**src/rtl/rstseq_pkg.sv**
```systemverilog
package rstseq_pkg;

    localparam int DATA_W = 8;
    localparam int ADDR_W = 4;

    typedef enum logic [2:0] {
        ST_POR_WAIT,
        ST_POR_CNT,
        ST_PIN_HOLD,
        ST_PIN_TAIL,
        ST_SW,
        ST_RUN
    } seq_state_e;

    typedef struct packed {
        logic              wr;
        logic [ADDR_W-1:0] addr;
        logic [DATA_W-1:0] wdata;
    } bus_req_t;

    function automatic logic [DATA_W-1:0] cfg_default(input int idx);
        return DATA_W'(8'h11 * (idx + 1));
    endfunction

    function automatic int max3(input int a, input int b, input int c);
        int m;
        m = (a > b) ? a : b;
        return (m > c) ? m : c;
    endfunction

endpackage

```
**src/rtl/rstseq_sync.sv**
```systemverilog
module rstseq_sync #(
    parameter int               WIDTH   = 2,
    parameter logic [WIDTH-1:0] RST_VAL = '0
) (
    input  logic             clk,
    input  logic             rst,
    input  logic [WIDTH-1:0] d,
    output logic [WIDTH-1:0] q
);

    for (genvar b = 0; b < WIDTH; b++) begin : g_bit
        logic s1, s2;
        always_ff @(posedge clk) begin
            if (rst) begin
                s1 <= RST_VAL[b];
                s2 <= RST_VAL[b];
            end else begin
                s1 <= d[b];
                s2 <= s1;
            end
        end
        assign q[b] = s2;
    end

endmodule

```
**src/rtl/rstseq_pin_filter.sv**
```systemverilog
module rstseq_pin_filter #(
    parameter int PIN_MIN = 40
) (
    input  logic clk,
    input  logic rst,
    input  logic pin_s,
    output logic pin_ok
);

    localparam int LW = $clog2(PIN_MIN + 1);

    logic [LW-1:0] low_cnt;

    always_ff @(posedge clk) begin
        if (rst || pin_s) begin
            low_cnt <= '0;
        end else if (low_cnt != LW'(PIN_MIN)) begin
            low_cnt <= low_cnt + 1'b1;
        end
    end

    assign pin_ok = (low_cnt == LW'(PIN_MIN));

    // acceptance can only follow a low sample of the pin
    assert_pin_ok_low_R3: assert property (@(posedge clk) disable iff (rst)
        pin_ok |-> $past(!pin_s));

endmodule

```
**src/rtl/rstseq_sw_arm.sv**
```systemverilog
module rstseq_sw_arm #(
    parameter int SW_GAP = 60
) (
    input  logic clk,
    input  logic rst,
    input  logic busy,
    input  logic ctrl_wr,
    input  logic ctrl_bit,
    output logic sw_fire
);

    localparam int GW = $clog2(SW_GAP + 1);

    logic          armed;
    logic [GW-1:0] gap;

    always_ff @(posedge clk) begin
        if (rst) begin
            armed   <= 1'b0;
            gap     <= '0;
            sw_fire <= 1'b0;
        end else begin
            sw_fire <= 1'b0;
            if (armed && gap != GW'(SW_GAP)) begin
                gap <= gap + 1'b1;
            end
            if (busy) begin
                armed <= 1'b0;
            end else if (ctrl_wr) begin
                if (!ctrl_bit) begin
                    armed <= 1'b1;
                    gap   <= GW'(1);
                end else begin
                    armed   <= 1'b0;
                    sw_fire <= armed && (gap >= GW'(SW_GAP));
                end
            end
        end
    end

    assert_fire_gap_R5: assert property (@(posedge clk) disable iff (rst)
        sw_fire |-> ($past(armed) && $past(gap) >= GW'(SW_GAP)));

endmodule

```
**src/rtl/rstseq_fsm.sv**
```systemverilog
module rstseq_fsm
    import rstseq_pkg::*;
#(
    parameter int POR_CYC  = 2048,
    parameter int PIN_TAIL = 50,
    parameter int SW_LEN   = 150
) (
    input  logic clk,
    input  logic rst,
    input  logic pwr_s,
    input  logic pin_s,
    input  logic pin_ok,
    input  logic sw_fire,
    output logic busy,
    output logic out_en,
    output logic reg_init,
    output logic sw_clear
);

    localparam int MAXC = max3(POR_CYC, PIN_TAIL, SW_LEN);
    localparam int CW   = $clog2(MAXC + 1);

    seq_state_e    state, state_n;
    logic [CW-1:0] cnt, cnt_n;
    logic          busy_d;

    always_comb begin
        state_n = state;
        cnt_n   = '0;
        if (!pwr_s) begin
            state_n = ST_POR_WAIT;
        end else begin
            unique case (state)
                ST_POR_WAIT: state_n = ST_POR_CNT;
                ST_POR_CNT: begin
                    if (cnt == CW'(POR_CYC - 1)) state_n = ST_RUN;
                    else cnt_n = cnt + 1'b1;
                end
                ST_PIN_HOLD: begin
                    if (pin_s) state_n = ST_PIN_TAIL;
                end
                ST_PIN_TAIL: begin
                    if (pin_ok) state_n = ST_PIN_HOLD;
                    else if (cnt == CW'(PIN_TAIL - 1)) state_n = ST_RUN;
                    else cnt_n = cnt + 1'b1;
                end
                ST_SW: begin
                    if (pin_ok) state_n = ST_PIN_HOLD;
                    else if (cnt == CW'(SW_LEN - 1)) state_n = ST_RUN;
                    else cnt_n = cnt + 1'b1;
                end
                ST_RUN: begin
                    if (pin_ok) state_n = ST_PIN_HOLD;
                    else if (sw_fire) state_n = ST_SW;
                end
                default: state_n = ST_POR_WAIT;
            endcase
        end
    end

    always_ff @(posedge clk) begin
        if (rst) begin
            state  <= ST_POR_WAIT;
            cnt    <= '0;
            busy_d <= 1'b0;
        end else begin
            state  <= state_n;
            cnt    <= cnt_n;
            busy_d <= busy;
        end
    end

    assign busy     = (state != ST_RUN);
    assign out_en   = (state == ST_RUN);
    assign reg_init = busy && !busy_d;
    assign sw_clear = (state == ST_SW) && (cnt == '0);

    assert_por_hold_R1: assert property (@(posedge clk) disable iff (rst)
        !pwr_s |=> (state == ST_POR_WAIT));

    assert_sw_bound_R6: assert property (@(posedge clk) disable iff (rst)
        (state == ST_SW) |-> (cnt < CW'(SW_LEN)));

    assert_timed_exit_R2: assert property (@(posedge clk) disable iff (rst)
        $rose(out_en) |-> ($past(state) == ST_POR_CNT || $past(state) == ST_PIN_TAIL
                           || $past(state) == ST_SW));

    assert_init_pulse_R8: assert property (@(posedge clk) disable iff (rst)
        reg_init |=> !reg_init);

endmodule

```
**src/rtl/rstseq_regs.sv**
```systemverilog
module rstseq_regs
    import rstseq_pkg::*;
#(
    parameter int NCFG      = 4,
    parameter int CTRL_ADDR = 1,
    parameter int CFG_BASE  = 2,
    parameter int LOOP_ADDR = 12
) (
    input  logic              clk,
    input  logic              rst,
    input  logic              busy,
    input  logic              sw_clear,
    input  bus_req_t          req,
    output logic [DATA_W-1:0] rdata,
    output logic [DATA_W-1:0] loop_q
);

    logic [DATA_W-1:0] cfg_q [NCFG];
    logic [DATA_W-2:0] ctrl_q;
    logic              wr_ok;

    assign wr_ok = req.wr && !busy;

    for (genvar i = 0; i < NCFG; i++) begin : g_cfg
        always_ff @(posedge clk) begin
            if (rst || busy) begin
                cfg_q[i] <= cfg_default(i);
            end else if (wr_ok && req.addr == ADDR_W'(CFG_BASE + i)) begin
                cfg_q[i] <= req.wdata;
            end
        end
    end

    always_ff @(posedge clk) begin
        if (rst || busy) begin
            ctrl_q <= '0;
        end else if (wr_ok && req.addr == ADDR_W'(CTRL_ADDR)) begin
            ctrl_q <= req.wdata[DATA_W-1:1];
        end
    end

    always_ff @(posedge clk) begin
        if (rst || sw_clear) begin
            loop_q <= '0;
        end else if (wr_ok && req.addr == ADDR_W'(LOOP_ADDR)) begin
            loop_q <= req.wdata;
        end
    end

    always_comb begin
        rdata = '0;
        if (req.addr == ADDR_W'(CTRL_ADDR)) rdata = {ctrl_q, 1'b1};
        if (req.addr == ADDR_W'(LOOP_ADDR)) rdata = loop_q;
        for (int i = 0; i < NCFG; i++) begin
            if (req.addr == ADDR_W'(CFG_BASE + i)) rdata = cfg_q[i];
        end
        if (busy) rdata = '0;
    end

    assert_loop_hold_R10: assert property (@(posedge clk) disable iff (rst)
        (busy && !sw_clear) |=> $stable(loop_q));

endmodule

```
**src/rtl/rstseq_top.sv**
```systemverilog
module rstseq_top
    import rstseq_pkg::*;
#(
    parameter int POR_CYC   = 2048,
    parameter int PIN_MIN   = 40,
    parameter int PIN_TAIL  = 50,
    parameter int SW_GAP    = 60,
    parameter int SW_LEN    = 150,
    parameter int NCFG      = 4,
    parameter int CTRL_ADDR = 1,
    parameter int CFG_BASE  = 2,
    parameter int LOOP_ADDR = 12
) (
    input  logic              clk,
    input  logic              rst,
    input  logic              pwr_good,
    input  logic              ext_rst_n,
    input  logic              bus_wr,
    input  logic [ADDR_W-1:0] bus_addr,
    input  logic [DATA_W-1:0] bus_wdata,
    output logic [DATA_W-1:0] bus_rdata,
    output logic              rst_busy,
    output logic              out_en,
    output logic              reg_init,
    output logic [DATA_W-1:0] loop_mode
);

    logic [1:0] sync_q;
    logic       pwr_s, pin_s, pin_ok, sw_fire, busy, sw_clear, ctrl_wr;
    bus_req_t   req;

    rstseq_sync #(.WIDTH(2), .RST_VAL(2'b01)) u_sync (
        .clk(clk), .rst(rst), .d({pwr_good, ext_rst_n}), .q(sync_q)
    );
    assign pwr_s = sync_q[1];
    assign pin_s = sync_q[0];

    rstseq_pin_filter #(.PIN_MIN(PIN_MIN)) u_pin (
        .clk(clk), .rst(rst), .pin_s(pin_s), .pin_ok(pin_ok)
    );

    assign req     = '{wr: bus_wr, addr: bus_addr, wdata: bus_wdata};
    assign ctrl_wr = bus_wr && !busy && (bus_addr == ADDR_W'(CTRL_ADDR));

    rstseq_sw_arm #(.SW_GAP(SW_GAP)) u_arm (
        .clk(clk), .rst(rst), .busy(busy), .ctrl_wr(ctrl_wr),
        .ctrl_bit(bus_wdata[0]), .sw_fire(sw_fire)
    );

    rstseq_fsm #(.POR_CYC(POR_CYC), .PIN_TAIL(PIN_TAIL), .SW_LEN(SW_LEN)) u_fsm (
        .clk(clk), .rst(rst), .pwr_s(pwr_s), .pin_s(pin_s), .pin_ok(pin_ok),
        .sw_fire(sw_fire), .busy(busy), .out_en(out_en), .reg_init(reg_init),
        .sw_clear(sw_clear)
    );

    rstseq_regs #(.NCFG(NCFG), .CTRL_ADDR(CTRL_ADDR), .CFG_BASE(CFG_BASE),
                  .LOOP_ADDR(LOOP_ADDR)) u_regs (
        .clk(clk), .rst(rst), .busy(busy), .sw_clear(sw_clear), .req(req),
        .rdata(bus_rdata), .loop_q(loop_mode)
    );

    assign rst_busy = busy;

endmodule

```
**config.mk**
```make
export PLATFORM = sky130hd
export DESIGN_NAME = rstseq_top
export DESIGN_NICKNAME = d
export VERILOG_FILES = /design/src/rtl/rstseq_pkg.sv /design/src/rtl/rstseq_sync.sv /design/src/rtl/rstseq_pin_filter.sv /design/src/rtl/rstseq_sw_arm.sv /design/src/rtl/rstseq_fsm.sv /design/src/rtl/rstseq_regs.sv /design/src/rtl/rstseq_top.sv
export SDC_FILE = /design/constraint.sdc
export NUM_CORES = 1
export LEC_CHECK = 0
export BUFFER_PORTS_ARGS = -buffer_cell sky130_fd_sc_hd__buf_4
export CAP_MARGIN = 20
export CORE_MARGIN = 2
export CORE_UTILIZATION = 50
export CTS_BUF_LIST = sky130_fd_sc_hd__clkbuf_8 sky130_fd_sc_hd__clkbuf_16
export DETAILED_ROUTE_END_ITERATION = 8
export PLACE_DENSITY = 0.75
export SYNTH_ARGS = -nofsm -noshare
export SYNTH_HDL_FRONTEND = slang
export SYNTH_SLANG_ARGS = --single-unit
export TNS_END_PERCENT = 10
```
**constraint.sdc**
```tcl
create_clock -name clk -period 2.25 [get_ports clk]
set_input_delay 0.225 -clock clk [delete_from_list [all_inputs] [get_ports clk]]
set_output_delay 0.225 -clock clk [all_outputs]
set_load 0.05 [all_outputs]
```
==> key figures <==
Route
  • Routed via count: 3,114
  • Routed Antenna Nets: 0
  • WL per Instance: 15.7 um
  • DRC viols: 0
  • Initial DRC count: 141
  • DR vias/cell: 5.67
  • Final Routed Wirelength: 8.63 mm
  • TritonRoute pass-1 iters: 4

Synth
  • Primary FF master, synth: dfxtp_1
  • Cell area after synthesis: 3970 um^2
  • Post-synth top area share: 24.7%
  • Cell with the most instances after synthesis: nor2_1
  • Flop and latch count out of synthesis: 81
  • Main area contributors after synthesis: dfxtp_1 25%, edfxtp_1 24%, nor2_1 5.2%
  • Yosys top cell by area: dfxtp_1
  • Netlist cell types: 50
  • Syn Area/Cell: 9.68 um^2
  • Mapped Nets: 434
  • Synthesized instance count: 410
  • Synth warn: 0
  • Complex-gate fraction of the synthesized area: 12.9%
  • Register area share after synthesis: 48.9%
  • Largest family of logic cells by synthesized area: simple AND/OR/NAND/NOR gates
  • Post-synthesis async set-or-reset flop share: 0%
  • Synth Area in XOR/XNOR: 4.41%
  • Synth cell count leaders: 55 x nor2_1, 49 x dfxtp_1, 32 x edfxtp_1
  • Post-synthesis adder-cell area fraction: 2.21%
  • Number of flops mapped to enable cells by yosys: 32
  • Synth Area in Simple Gates: 23.5%
  • Mux cell area share after synthesis: 4.04%

Placement
  • DP Worst Slack: 0.247 ns
  • Placed cell count: 533
  • DPL Wire Length: 6.16 mm
  • Placer Congestion: 0.893
  • Port bufs: 35

Global route
  • Total GRT Usage: 20.3%
  • Overflow after GRT: 0
  • First-pass GRT wire length: 13.8 mm
  • Largest net degree at the start of global routing: 24
  • Initial antenna violation count: 0
  • Vias in the first global route: 3,013

Timing
  • Fmax: 486 MHz
  • Hold WS: 0.0633 ns
  • Clock skew: 0.0145 ns
  • Unrepaired setup endpoints after global routing: no
  • Final worst-path setup slack: 0.192 ns
  • Min Tclk post-route: 2.06 ns
  • Worst slew pin tran: 0.471 ns
  • Max-slew headroom: 68.5%
  • Final Hold Fails: 0
  • Final setup viols: 0
  • Final TNS setup: 0 ns
  • Share of the clock period used by the worst path: 91.4%
  • Max Slew Vio Count: 0

Layout
  • Sequential cell area: 1940 um^2
  • Area Overhead vs Synth: 13.2%
  • Final Core Density: 58.1%
  • Multi-input gate area: 1870 um^2
  • Finished Layout Cells: 549
  • Final net count: 466
  • FILL cells: 673
  • Share of layout cells above drive strength 1: 15.4%
  • Ant. Diodes: 0

Clock network
  • Post-CTS Resized: 0
  • Clock transition at path regs: 0.08 ns
  • TritonCTS clock tree: yes
  • Hold buffer count at cts: 0
  • Longest Clk Path Bufs: 2
  • Htree depth: 3
  • Skew-Pair Late Insertion Delay: 0.35 ns
  • Root Driver: clkbuf_8
  • CTS Sinks: 81
  • CTS Buf Count: 9
  • Post-CTS Setup Inserts: 0

Setup path
  • CP Launch Type: input pin
  • CP cell instances: buf_4, nand2b_1, nor2_1, o21ai_0, o21ai_0, o2111a_1, buf_4
  • Critical path capture point type: primary output
  • Crit-path max FO: 15
  • Critical-path top delay cell: nor2_1
  • Critical R2R Launch: u_fsm.state[2]
  • CP required: 2.03 ns
  • R2R Path End: u_fsm.cnt[8]
  • Max incr delay on CP: 0.42 ns
  • WS Path Type: in -> out
  • Arrival time at the worst endpoint: 1.83 ns
  • R2R depth: 5
  • R2R Setup Slk: 0.38 ns

Floorplan
  • IO Pins: 36
  • Die H: 93.1 um
  • Die area: 8670 um^2
  • Initial Utilization: 51.4%
  • Die width: 93.1 um
  • Core footprint: 7730 um^2
  • Std cell rows: 32

Pwr
  • Cell Pwr Density: 579 nW/um^2
  • Logic pwr share: 4.9%
  • Seq pwr share: 58.5%
  • Internal cell power: 0.00197 W
  • Leakage: 1.77 nW
  • Sw frac: 24.1%
  • Switching power total: 0.000627 W
  • Clk pwr share: 36.6%
  • VDD IR max: 0.000336 V

Run
  • Max-Cap Viols: 0

Min path
  • Worst Hold End: u_sync.g_bit[0].s1
  • Hold path startpoint: ext_rst_n
  • Hold Crit Depth: 2
  • Worst hold path class: in -> reg

Outcome
  • Status: finished clean
layout make-up:
cell class / instances / share of cell area, %
Inverter: 17 / 1.42
Multi-Input combinational cell: 291 / 41.6
Clock buffer: 9 / 2.76
Clock inverter: 7 / 1.17
Tap cell: 102 / 2.84
Sequential cell: 81 / 43.2
Timing Repair Buffer: 42 / 7.02
layout by cell type, fill, tap and decap left out, types with 9 or more instances in the layout:
cell      synthesis  layout
a21oi_1           9       9
and2_1           23      23
buf_4             0      42
clkbuf_8          0       9
dfxtp_1          49      49
edfxtp_1         32      32
inv_1            17      18
mux2i_1          16      16
nand2_1          24      24
nand3_1          11      11
nor2_1           55      55
nor2b_1           9       9
o21ai_0          24      24
or3_1            11      11
xnor2_1          10      10
xor2_1           10      10
critical path: cells and delay by family:
kind            cells  cell delay [ns]
compound gates      3             0.51
buf+inv             2             0.37
simple gates        2             0.71
worst max path at each step:
stage | to | from | slack [ns]
floorplan | bus_rdata[0] | u_fsm.state[1] | 0.13
finish | bus_rdata[3] | bus_addr[2] | 0.19
detailed placement | bus_rdata[3] | bus_addr[2] | 0.25
CTS | bus_rdata[3] | bus_addr[2] | 0.24
global route | bus_rdata[3] | bus_addr[2] | 0.09
global placement | bus_rdata[1] | bus_addr[2] | 0.29
through the flow:
step / area (um^2) / power (W)
after floorplan: 3970 / 0.00162
after global placement: 4320 / 0.00168
after detailed placement: 4320 / 0.00168
after CTS: 4490 / 0.00262
after global routing: 4490 / 0.00269
final: 4490 / 0.00260
cell families (layout without fill, tap and decap cells):
kind of cell | after synthesis | after routing
compound gates | 72 | 72
mux | 16 | 16
fa+ha+maj | 7 | 7
flops | 81 | 81
simple gates | 176 | 176
buf+inv | 38 | 75
xor+xnor | 20 | 20
power groups by stage:
stage          Combinational (W)  Sequential, W  Clock (W)
6_report                0.000127        0.00152   0.000951
5_1_grt                 0.000137        0.00152    0.00103
2_1_floorplan          0.0000683        0.00155          0
4_1_cts                 0.000126        0.00152   0.000976
3_5_place_dp            0.000126        0.00155          0
3_3_place_gp            0.000123        0.00155          0
state kept, by name, indices dropped and copies added (netlist names):
| name | cells |
|---|---|
| u_arm.armed | 1 |
| u_arm.gap | 6 |
| u_arm.sw_fire | 1 |
| u_fsm.busy_d | 1 |
| u_fsm.cnt | 12 |
| u_fsm.state | 3 |
| u_pin.low_cnt | 6 |
| u_regs.cfg_q | 32 |
| u_regs.ctrl_q | 7 |
| u_regs.loop_q | 8 |
| u_sync.g_bit.s1 | 2 |
| u_sync.g_bit.s2 | 2 |
per-layer routing:
layer	GRT usage, %	vias to the layer above	share of wire [%]
li1	-	1512	-
met1	24.6	1485	42
met2	36.6	103	51
met3	4.03	14	5.5
met4	6.13	0	1.6
met5	0	-	0
(Power assumes the default switching activity.)
